**src/rtl/zc_pkg.sv**
```systemverilog
package zc_pkg;

    localparam int TMO_BASE_LOG = 7;                       // code 0 -> 2^7 ticks
    localparam int TMO_MAX      = 1 << (TMO_BASE_LOG + 3); // code 3 -> 1024 ticks
    localparam int TMO_CNT_W    = $clog2(TMO_MAX + 1);

    typedef enum logic [1:0] {
        SRC_NONE = 2'd0,
        SRC_HOST = 2'd1,
        SRC_RCV  = 2'd2,
        SRC_LIM  = 2'd3
    } req_src_e;

    // number of sample ticks allowed before a forced commit
    function automatic logic [TMO_CNT_W-1:0] tmo_limit(input logic [1:0] code);
        logic [TMO_CNT_W-1:0] base;
        base = TMO_CNT_W'(1) << TMO_BASE_LOG;
        return base << code;
    endfunction

endpackage

```
**src/rtl/zc_sign_track.sv**
```systemverilog
module zc_sign_track #(
    parameter int SAMPLE_W = 16
) (
    input  logic                clk,
    input  logic                rst,
    input  logic [SAMPLE_W-1:0] smp_data,
    input  logic                smp_valid,
    output logic                xing
);
    localparam int MSB = SAMPLE_W - 1;

    logic prev_sign;
    logic have_prev;
    logic is_zero;

    assign is_zero = (smp_data == '0);
    assign xing    = smp_valid && (is_zero || (have_prev && (smp_data[MSB] != prev_sign)));

    always_ff @(posedge clk) begin
        if (rst) begin
            prev_sign <= 1'b0;
            have_prev <= 1'b0;
        end else if (smp_valid) begin
            prev_sign <= smp_data[MSB];
            have_prev <= 1'b1;
        end
    end

    // an invalid sample never moves the sign reference
    p_sign_hold_r9: assert property (@(posedge clk) disable iff (rst)
        !smp_valid |=> $stable(prev_sign) && $stable(have_prev));

endmodule

```
**src/rtl/zc_tmo_timer.sv**
```systemverilog
module zc_tmo_timer
    import zc_pkg::*;
(
    input  logic       clk,
    input  logic       rst,
    input  logic       restart,
    input  logic       clear,
    input  logic       active,
    input  logic       fs_tick,
    input  logic [1:0] tmo_sel,
    output logic       expired
);
    logic [TMO_CNT_W-1:0] cnt;
    logic [TMO_CNT_W-1:0] limit;

    assign limit   = tmo_limit(tmo_sel);
    assign expired = active && (cnt >= limit);

    always_ff @(posedge clk) begin
        if (rst) begin
            cnt <= '0;
        end else if (restart || clear) begin
            cnt <= '0;
        end else if (active && fs_tick && (cnt < limit)) begin
            cnt <= cnt + 1'b1;
        end
    end

    // the count never runs past the largest timeout
    p_cnt_bound_r2: assert property (@(posedge clk) disable iff (rst)
        cnt <= TMO_CNT_W'(TMO_MAX));

    // the counter stays at zero while idle
    p_idle_cnt_r8: assert property (@(posedge clk) disable iff (rst)
        (!active && !restart) |=> (cnt == '0));

endmodule

```
**src/rtl/zc_req_merge.sv**
```systemverilog
module zc_req_merge
    import zc_pkg::*;
#(
    parameter int GAIN_W = 8
) (
    input  logic              host_req,
    input  logic [GAIN_W-1:0] host_gain,
    input  logic              rcv_req,
    input  logic [GAIN_W-1:0] rcv_gain,
    input  logic              lim_req,
    input  logic [GAIN_W-1:0] lim_gain,
    input  logic              lim_direct,
    output req_src_e          gated_src,
    output logic [GAIN_W-1:0] gated_gain,
    output logic              direct_fire,
    output logic [GAIN_W-1:0] direct_gain
);
    always_comb begin
        gated_src  = SRC_NONE;
        gated_gain = '0;
        if (host_req) begin
            gated_src  = SRC_HOST;
            gated_gain = host_gain;
        end else if (rcv_req) begin
            gated_src  = SRC_RCV;
            gated_gain = rcv_gain;
        end else if (lim_req && !lim_direct) begin
            gated_src  = SRC_LIM;
            gated_gain = lim_gain;
        end
    end

    assign direct_fire = lim_req && lim_direct;
    assign direct_gain = lim_gain;

endmodule

```
**src/rtl/zc_gain_gate.sv**
```systemverilog
module zc_gain_gate
    import zc_pkg::*;
#(
    parameter int SAMPLE_W = 16,
    parameter int GAIN_W   = 8
) (
    input  logic                clk,
    input  logic                rst,
    input  logic [SAMPLE_W-1:0] smp_data,
    input  logic                smp_valid,
    input  logic                fs_tick,
    input  logic                host_req,
    input  logic [GAIN_W-1:0]   host_gain,
    input  logic                rcv_req,
    input  logic [GAIN_W-1:0]   rcv_gain,
    input  logic                lim_req,
    input  logic [GAIN_W-1:0]   lim_gain,
    input  logic                lim_direct,
    input  logic [1:0]          tmo_sel,
    output logic [GAIN_W-1:0]   gain_out,
    output logic                commit_pulse
);
    typedef struct packed {
        logic              valid;
        req_src_e          src;
        logic [GAIN_W-1:0] gain;
    } pend_t;

    pend_t             pend_q;
    req_src_e          gated_src;
    logic [GAIN_W-1:0] gated_gain;
    logic              direct_fire;
    logic [GAIN_W-1:0] direct_gain;
    logic              xing;
    logic              expired;
    logic              gated_commit;
    logic              new_req;
    logic              restart;

    zc_req_merge #(.GAIN_W(GAIN_W)) u_merge (
        .host_req    (host_req),
        .host_gain   (host_gain),
        .rcv_req     (rcv_req),
        .rcv_gain    (rcv_gain),
        .lim_req     (lim_req),
        .lim_gain    (lim_gain),
        .lim_direct  (lim_direct),
        .gated_src   (gated_src),
        .gated_gain  (gated_gain),
        .direct_fire (direct_fire),
        .direct_gain (direct_gain)
    );

    zc_sign_track #(.SAMPLE_W(SAMPLE_W)) u_sign (
        .clk       (clk),
        .rst       (rst),
        .smp_data  (smp_data),
        .smp_valid (smp_valid),
        .xing      (xing)
    );

    assign new_req      = (gated_src != SRC_NONE);
    assign gated_commit = pend_q.valid && (xing || expired) && !direct_fire;
    assign restart      = new_req && (!pend_q.valid || gated_commit);

    zc_tmo_timer u_timer (
        .clk     (clk),
        .rst     (rst),
        .restart (restart),
        .clear   (gated_commit),
        .active  (pend_q.valid),
        .fs_tick (fs_tick),
        .tmo_sel (tmo_sel),
        .expired (expired)
    );

    always_ff @(posedge clk) begin
        if (rst) begin
            pend_q <= '{valid: 1'b0, src: SRC_NONE, gain: '0};
        end else if (new_req) begin
            pend_q <= '{valid: 1'b1, src: gated_src, gain: gated_gain};
        end else if (gated_commit) begin
            pend_q.valid <= 1'b0;
            pend_q.src   <= SRC_NONE;
        end
    end

    always_ff @(posedge clk) begin
        if (rst) begin
            gain_out     <= '0;
            commit_pulse <= 1'b0;
        end else if (direct_fire) begin
            gain_out     <= direct_gain;
            commit_pulse <= 1'b1;
        end else if (gated_commit) begin
            gain_out     <= pend_q.gain;
            commit_pulse <= 1'b1;
        end else begin
            commit_pulse <= 1'b0;
        end
    end

    // a bypassing limiter step lands on the next edge
    p_direct_r5: assert property (@(posedge clk) disable iff (rst)
        direct_fire |=> (commit_pulse && gain_out == $past(lim_gain)));

    // with nothing waiting, no commit can follow
    p_idle_r8: assert property (@(posedge clk) disable iff (rst)
        (!pend_q.valid && !(lim_req && lim_direct)) |=> !commit_pulse);

    // the output only moves together with the strobe
    p_hold_r7: assert property (@(posedge clk) disable iff (rst)
        !commit_pulse |-> $stable(gain_out));

    // a pending entry is never dropped without a commit
    p_keep_r6: assert property (@(posedge clk) disable iff (rst)
        (pend_q.valid && !xing && !expired) |=> pend_q.valid);

endmodule

```
**config.mk**
```make
export PLATFORM = sky130hd
export DESIGN_NAME = zc_gain_gate
export DESIGN_NICKNAME = d
export VERILOG_FILES = /design/src/rtl/zc_pkg.sv /design/src/rtl/zc_sign_track.sv /design/src/rtl/zc_tmo_timer.sv /design/src/rtl/zc_req_merge.sv /design/src/rtl/zc_gain_gate.sv
export SDC_FILE = /design/constraint.sdc
export NUM_CORES = 1
export LEC_CHECK = 0
export BUFFER_PORTS_ARGS = -buffer_cell sky130_fd_sc_hd__buf_4
export CAP_MARGIN = 30
export CELL_PAD_IN_SITES_DETAIL_PLACEMENT = 0
export CELL_PAD_IN_SITES_GLOBAL_PLACEMENT = 1
export CORE_ASPECT_RATIO = 0.5
export CORE_UTILIZATION = 35
export CTS_CLUSTER_DIAMETER = 30
export CTS_CLUSTER_SIZE = 40
export DETAILED_ROUTE_END_ITERATION = 10
export GPL_ROUTABILITY_DRIVEN = 0
export PLACE_DENSITY_LB_ADDON = 0.1
export SYNTH_ARGS = -nofsm -noshare
export SYNTH_HDL_FRONTEND = slang
export SYNTH_SLANG_ARGS = --single-unit
```
**constraint.sdc**
```tcl
create_clock -name clk -period 2.7 [get_ports clk]
set_input_delay 0.135 -clock clk [delete_from_list [all_inputs] [get_ports clk]]
set_output_delay 0.135 -clock clk [all_outputs]
set_load 0.05 [all_outputs]
```
== Word-level counts from Yosys, hierarchy flattened ==
Index checks and enable logic that the tools add are counted.
Storage, ports and cells
  word-level logic and storage cells: 46
  input bits: 50
  output and inout bits: 9
  register bits after elaboration: 31
Cells by class
  muxes and demuxes: 12
  add/sub/neg operators: 1
  shift operators: 1
  reduce and logical (&&, ||, !) cells: 22
  eq/ne operators: 1
  magnitude comparators: 2
Operators by type and width (count)
  2-to-1 mux 8 bit: 5
  logical NOT 16 bit: 1
  adder 11 x 1 -> 11 bit (second input constant): 1
  greater-or-equal comparator 11 bit: 1
  < comparator 11 bit: 1
  left shift 8 x 2 -> 11 bit (first input constant): 1
  logical AND 1 bit: 10
  2-to-1 mux 2 bit: 3
  2-to-1 mux 3 bit: 2
  nonzero test 2 bit: 3
  logical OR 1 bit: 4
  logical NOT 1 bit: 3
  2-to-1 mux 1 bit: 2
  OR reduction 2 bit: 1
  != test 1 bit: 1

== Longest topological paths before layout ==
  word-level depth: 11
  depth in mapped cells: 8
  depth with buffers taken out: 7

== Cells and area by module ==
From an unflattened synthesis, not the netlist that was laid out.
Unflattened totals
  cells, all modules: 219
  area total of the unflattened synthesis: 1888.1 um2
By module, submodules not included
  zc_gain_gate: cells an instance 90, instances 1, area each 808.3 um2
  zc_tmo_timer: cells an instance 82, instances 1, area each 690.7 um2
  zc_req_merge: cells an instance 33, instances 1, area each 264.0 um2
  zc_sign_track: cells an instance 14, instances 1, area each 125.1 um2

== Worst setup path before layout ==
No wires, ideal clock.
  kind: input port to flip-flop
  from: in tmo_sel[0]
  to: reg gain_out[0]
  path slack: 0.816 ns
  arrival time: 1.763 ns
  stages: 8
  setup time: 0.121 ns
  data required time: 2.579 ns
  path through: or2_2 ha_1 o21ai_0 a22oi_1 a31o_1 o211a_1 buf_6 mux2_4
Between the ends
  word-level cells in the longest chain between the ends: 7
RTL lines
  start: declaration: RTL line zc_gain_gate.sv:19  | input logic [1:0] tmo_sel,
  left shift 8 x 2 -> 11 bit: RTL line zc_pkg.sv:18  | return base << code;
  greater-or-equal comparator 11 bit: RTL line zc_tmo_timer.sv:17  | assign expired = active && (cnt >= limit);
  logical AND 1 bit: RTL line zc_tmo_timer.sv:17
  logical OR 1 bit: RTL line zc_gain_gate.sv:63  | assign gated_commit = pend_q.valid && (xing || expired) && !direct_fire;
  logical AND 1 bit (2 in a row): RTL line zc_gain_gate.sv:63
  nonzero test 2 bit (no source line)
  end signal: assignment: RTL line zc_gain_gate.sv:93  | gain_out <= direct_gain;
  end signal: assignment: RTL line zc_gain_gate.sv:96  | gain_out <= pend_q.gain;
  end: declaration: RTL line zc_gain_gate.sv:20  | output logic [GAIN_W-1:0] gain_out,
Every way passes these cells.
A chain may end at the register's enable or synchronous reset.

== Worst setup path in the final report ==
  from: reg u_timer.cnt[7]
  to: reg gain_out[0]
Between the ends
  word-level cells in the longest chain between the ends: 6
RTL lines
  start: declaration: RTL line zc_tmo_timer.sv:13  | logic [TMO_CNT_W-1:0] cnt;
  start signal: assignment: RTL line zc_tmo_timer.sv:25  | cnt <= cnt + 1'b1;
  greater-or-equal comparator 11 bit: RTL line zc_tmo_timer.sv:17
  logical AND 1 bit: RTL line zc_tmo_timer.sv:17
  logical OR 1 bit: RTL line zc_gain_gate.sv:63
  logical AND 1 bit (2 in a row): RTL line zc_gain_gate.sv:63
  nonzero test 2 bit (no source line)
Every way passes these cells.

==> impl_metrics.env <==
export IMPL_outcome="completed"
export IMPL_grt_overflow=0
export IMPL_grt_pass1_vias=1485
export IMPL_dr_wl_met2_um=1880
export IMPL_io_pins=59
export IMPL_netlist_top_cells_area="dfxtp_1 (35%), mux2_4 (6.8%), xnor2_1 (5.0%)"
export IMPL_start_util_pct=38.2
export IMPL_clk_path_buf_depth=2
export IMPL_dp_hpwl_um=3110
export IMPL_final_nets=316
export IMPL_ys_types=35
export IMPL_synth_top_area_share_pct=35.4
export IMPL_yosys_area_top_type="dfxtp_1"
export IMPL_worst_pin_slew_ps=799
export IMPL_route_met3_wl_um=194
export IMPL_synth_edf_count=0
export IMPL_setup_tns_ps=0
export IMPL_clock_sinks=31
export IMPL_antenna_left=0
export IMPL_clkTransAtPathRegs_ps=70
export IMPL_drcViolationCount=0
export IMPL_die_y_um=52.1
export IMPL_die_area_um2=5320
export IMPL_path_cells="ha_1 -> o21ai_0 -> a22oi_1 -> a31o_1 -> o211a_1 -> mux2_4"
export IMPL_r2r_cells=6
export IMPL_synth_yosys_seq_area_share_pct=35.4
export IMPL_fin_crit_ps=2270
export IMPL_cp_depth=6
export IMPL_crit_slowest_cell="o211a_1"
export IMPL_cp_top_family="compound AO/OA/AOI/OAI gates"
export IMPL_crit_path_end="gain_out[0]"
export IMPL_end_kind="flip-flop"
export IMPL_finalCritPeriodShare_pct=84.1
export IMPL_cts_made_buffers=5
export IMPL_cp_required_ps=2870
export IMPL_syn_inst=206
export IMPL_path_class="flip-flop to flip-flop"
export IMPL_finalInstanceArea_um2=2330
export IMPL_dieWidth_um=102
export IMPL_cp_num_buf_inv=0
export IMPL_arrival_ps=2440
export IMPL_wl_met1_um=2100
export IMPL_placed_cells=319
export IMPL_post_drt_wl_per_cell_um=12.9
export IMPL_rsz0062_at_grt="no"
export IMPL_routed_via_density=4.94
export IMPL_skew_ps=8.22
export IMPL_cts_setup_buffers=0
export IMPL_maxUsedRoutingLayer="met4"
export IMPL_final_util_pct=50.7
export IMPL_slew_limit_headroom_pct=46.7
export IMPL_grt_max_degree=31
export IMPL_synthArstFlopShare_pct=0
export IMPL_htree_num_levels=2
export IMPL_clock_latency_ps=280
export IMPL_cts_root_buf="clkbuf_8"
export IMPL_ys_ff_latch=31
export IMPL_setup_slack_ps=429
export IMPL_hold_viol=0
export IMPL_max_freq_ghz=0.440
export IMPL_std_cell_rows=17
export IMPL_slew_viol_final=0
export IMPL_area_delta_synth_final_pct=32.7
export IMPL_power_density_nw_per_um2=485
export IMPL_slowest_delay_ps=690
export IMPL_irDropWorstVdd_v=0.000157
export IMPL_cts_tree="built"
export IMPL_post_place_ws_ps=204
export IMPL_portBuffers=58
export IMPL_synth_common_cells="dfxtp_1 (31), nand2_1 (21), a21oi_1 (17)"
export IMPL_grt_pass1_wl_um=6890
export IMPL_drive_above_1_share_pct=31.0
export IMPL_yosys_warnings=0
export IMPL_reg2reg_from="u_timer.cnt[7]"
export IMPL_dr_pass1_iters=4
export IMPL_synthFlopType="dfxtp_1"
export IMPL_r2r_slack_ps=430
export IMPL_antenna_found_initial=0
export IMPL_cts_resized_gates=0
export IMPL_diodes=0
export IMPL_wirelength_um=4220
export IMPL_p_leak_nw=0.921
export IMPL_synth_area_per_cell_um2=8.52
export IMPL_critical_path_startpoint="u_timer.cnt[7]"
export IMPL_cp_start_kind="flip-flop"
export IMPL_grt_usage_pct=17.1
export IMPL_synth_most_common_cell="dfxtp_1"
export IMPL_hold_buffers=0
export IMPL_synthesis_nets=262
export IMPL_setup_viol=0
export IMPL_vias=1617
export IMPL_path_max_fanout=20
export IMPL_final_cells=327
export IMPL_syn_cell_area_um2=1750
export IMPL_worstHoldPathType="input pin to flip-flop"
export IMPL_drtIter0Drc=42
export IMPL_cap_violations=0
export IMPL_core_area_um2=4590
export IMPL_timing_rr_end="gain_out[0]"
export IMPL_dpl_cell_area_um2=2220
==> report_power, final <==
group	switching (mW)	total, mW	leakage (nW)	internal, mW
Clock	0.176	0.408	0.0505	0.232
Sequential	0.0137	0.493	0.254	0.479
Combinational	0.120	0.229	0.617	0.109
==> tightest hold or removal path: cells and delay by family <==
family / cells / cell delay, ps
compound gates: 1 / 70
buf+inv: 1 / 80
simple gates: 1 / 70
==> per-layer routing <==
layer	vias up	global-route usage (%)
met1	739	22.7
met4	0	5.71
met5	-	0
met2	33	26.6
met3	5	4.97
li1	840	-
==> worst min path at each step <==
| stage | from | end | slack [ps] | cells past startpoint |
|---|---|---|---|---|
| floorplan | smp_valid | u_sign.have_prev | 250 | 2 |
| global placement | smp_valid | u_sign.have_prev | 380 | 3 |
| detailed placement | smp_valid | u_sign.have_prev | 390 | 3 |
| CTS | host_gain[6] | pend_q[6] | 90 | 3 |
| global route | host_gain[4] | pend_q[4] | 90 | 3 |
| finish | host_gain[5] | pend_q[5] | 100 | 3 |
==> placed cells by master, fill, tap and decap left out <==
master / count
a21oi_1: 17
nor4_1: 6
nand4_1: 3
xor2_1: 1
o22ai_1: 1
nor3b_1: 1
nand2_1: 21
xnor2_1: 10
clkinvlp_4: 1
a31o_1: 1
o211a_1: 1
nor3_1: 16
or2_2: 1
and4_1: 1
nor2b_1: 9
buf_4: 61
o21ai_0: 3
mux2_4: 8
inv_1: 3
nand2b_1: 3
nor4_2: 1
dfxtp_1: 31
a22oi_1: 1
nor4b_2: 1
clkbuf_8: 7
mux2i_1: 2
nand3b_1: 8
a221oi_1: 8
nor2_1: 13
ha_1: 6
o21bai_1: 1
nor3_4: 1
nand3_1: 13
==> sequential cells by signal (all words and copies together), names as in the netlist <==
signal / count
pend_q: 9
u_sign.prev_sign: 1
gain_out: 8
u_sign.have_prev: 1
commit_pulse: 1
u_timer.cnt: 11
==> cells by family (layout without fill, tap and decap cells) <==
group                    Yosys count  count (layout)  synth area share (%)
AO/OA/AOI/OAI                     33              33                  12.0
XOR/XNOR                          11              11                  5.49
buffers and inverters             17              72                  4.64
multiplexers                      10              10                  7.99
flip-flops                        31              31                  35.4
adder cells (fa/ha/maj)            6               6                  4.28
AND/OR/NAND/NOR                   98              98                  30.2
==> through the flow <==
step	power [mW]	hold slack, ps
2_1_floorplan	0.639	251
3_3_place_gp	0.731	379
3_5_place_dp	0.735	388
4_1_cts	1.15	89.1
5_1_grt	1.19	93.6
6_report	1.13	95.5
==> final cells by class <==
| cell class | instances | area [um^2] |
|---|---|---|
| Multi-Input combinational cell | 158 | 1050 |
| Tap cell | 66 | 82.6 |
| Timing Repair Buffer | 61 | 458 |
| Sequential cell | 31 | 621 |
| Fill cell | 480 | 2270 |
| Clock inverter | 1 | 7.51 |
| Inverter | 3 | 11.3 |
| Clock buffer | 7 | 96.3 |
Note: power is estimated with default switching activity, not from simulation.
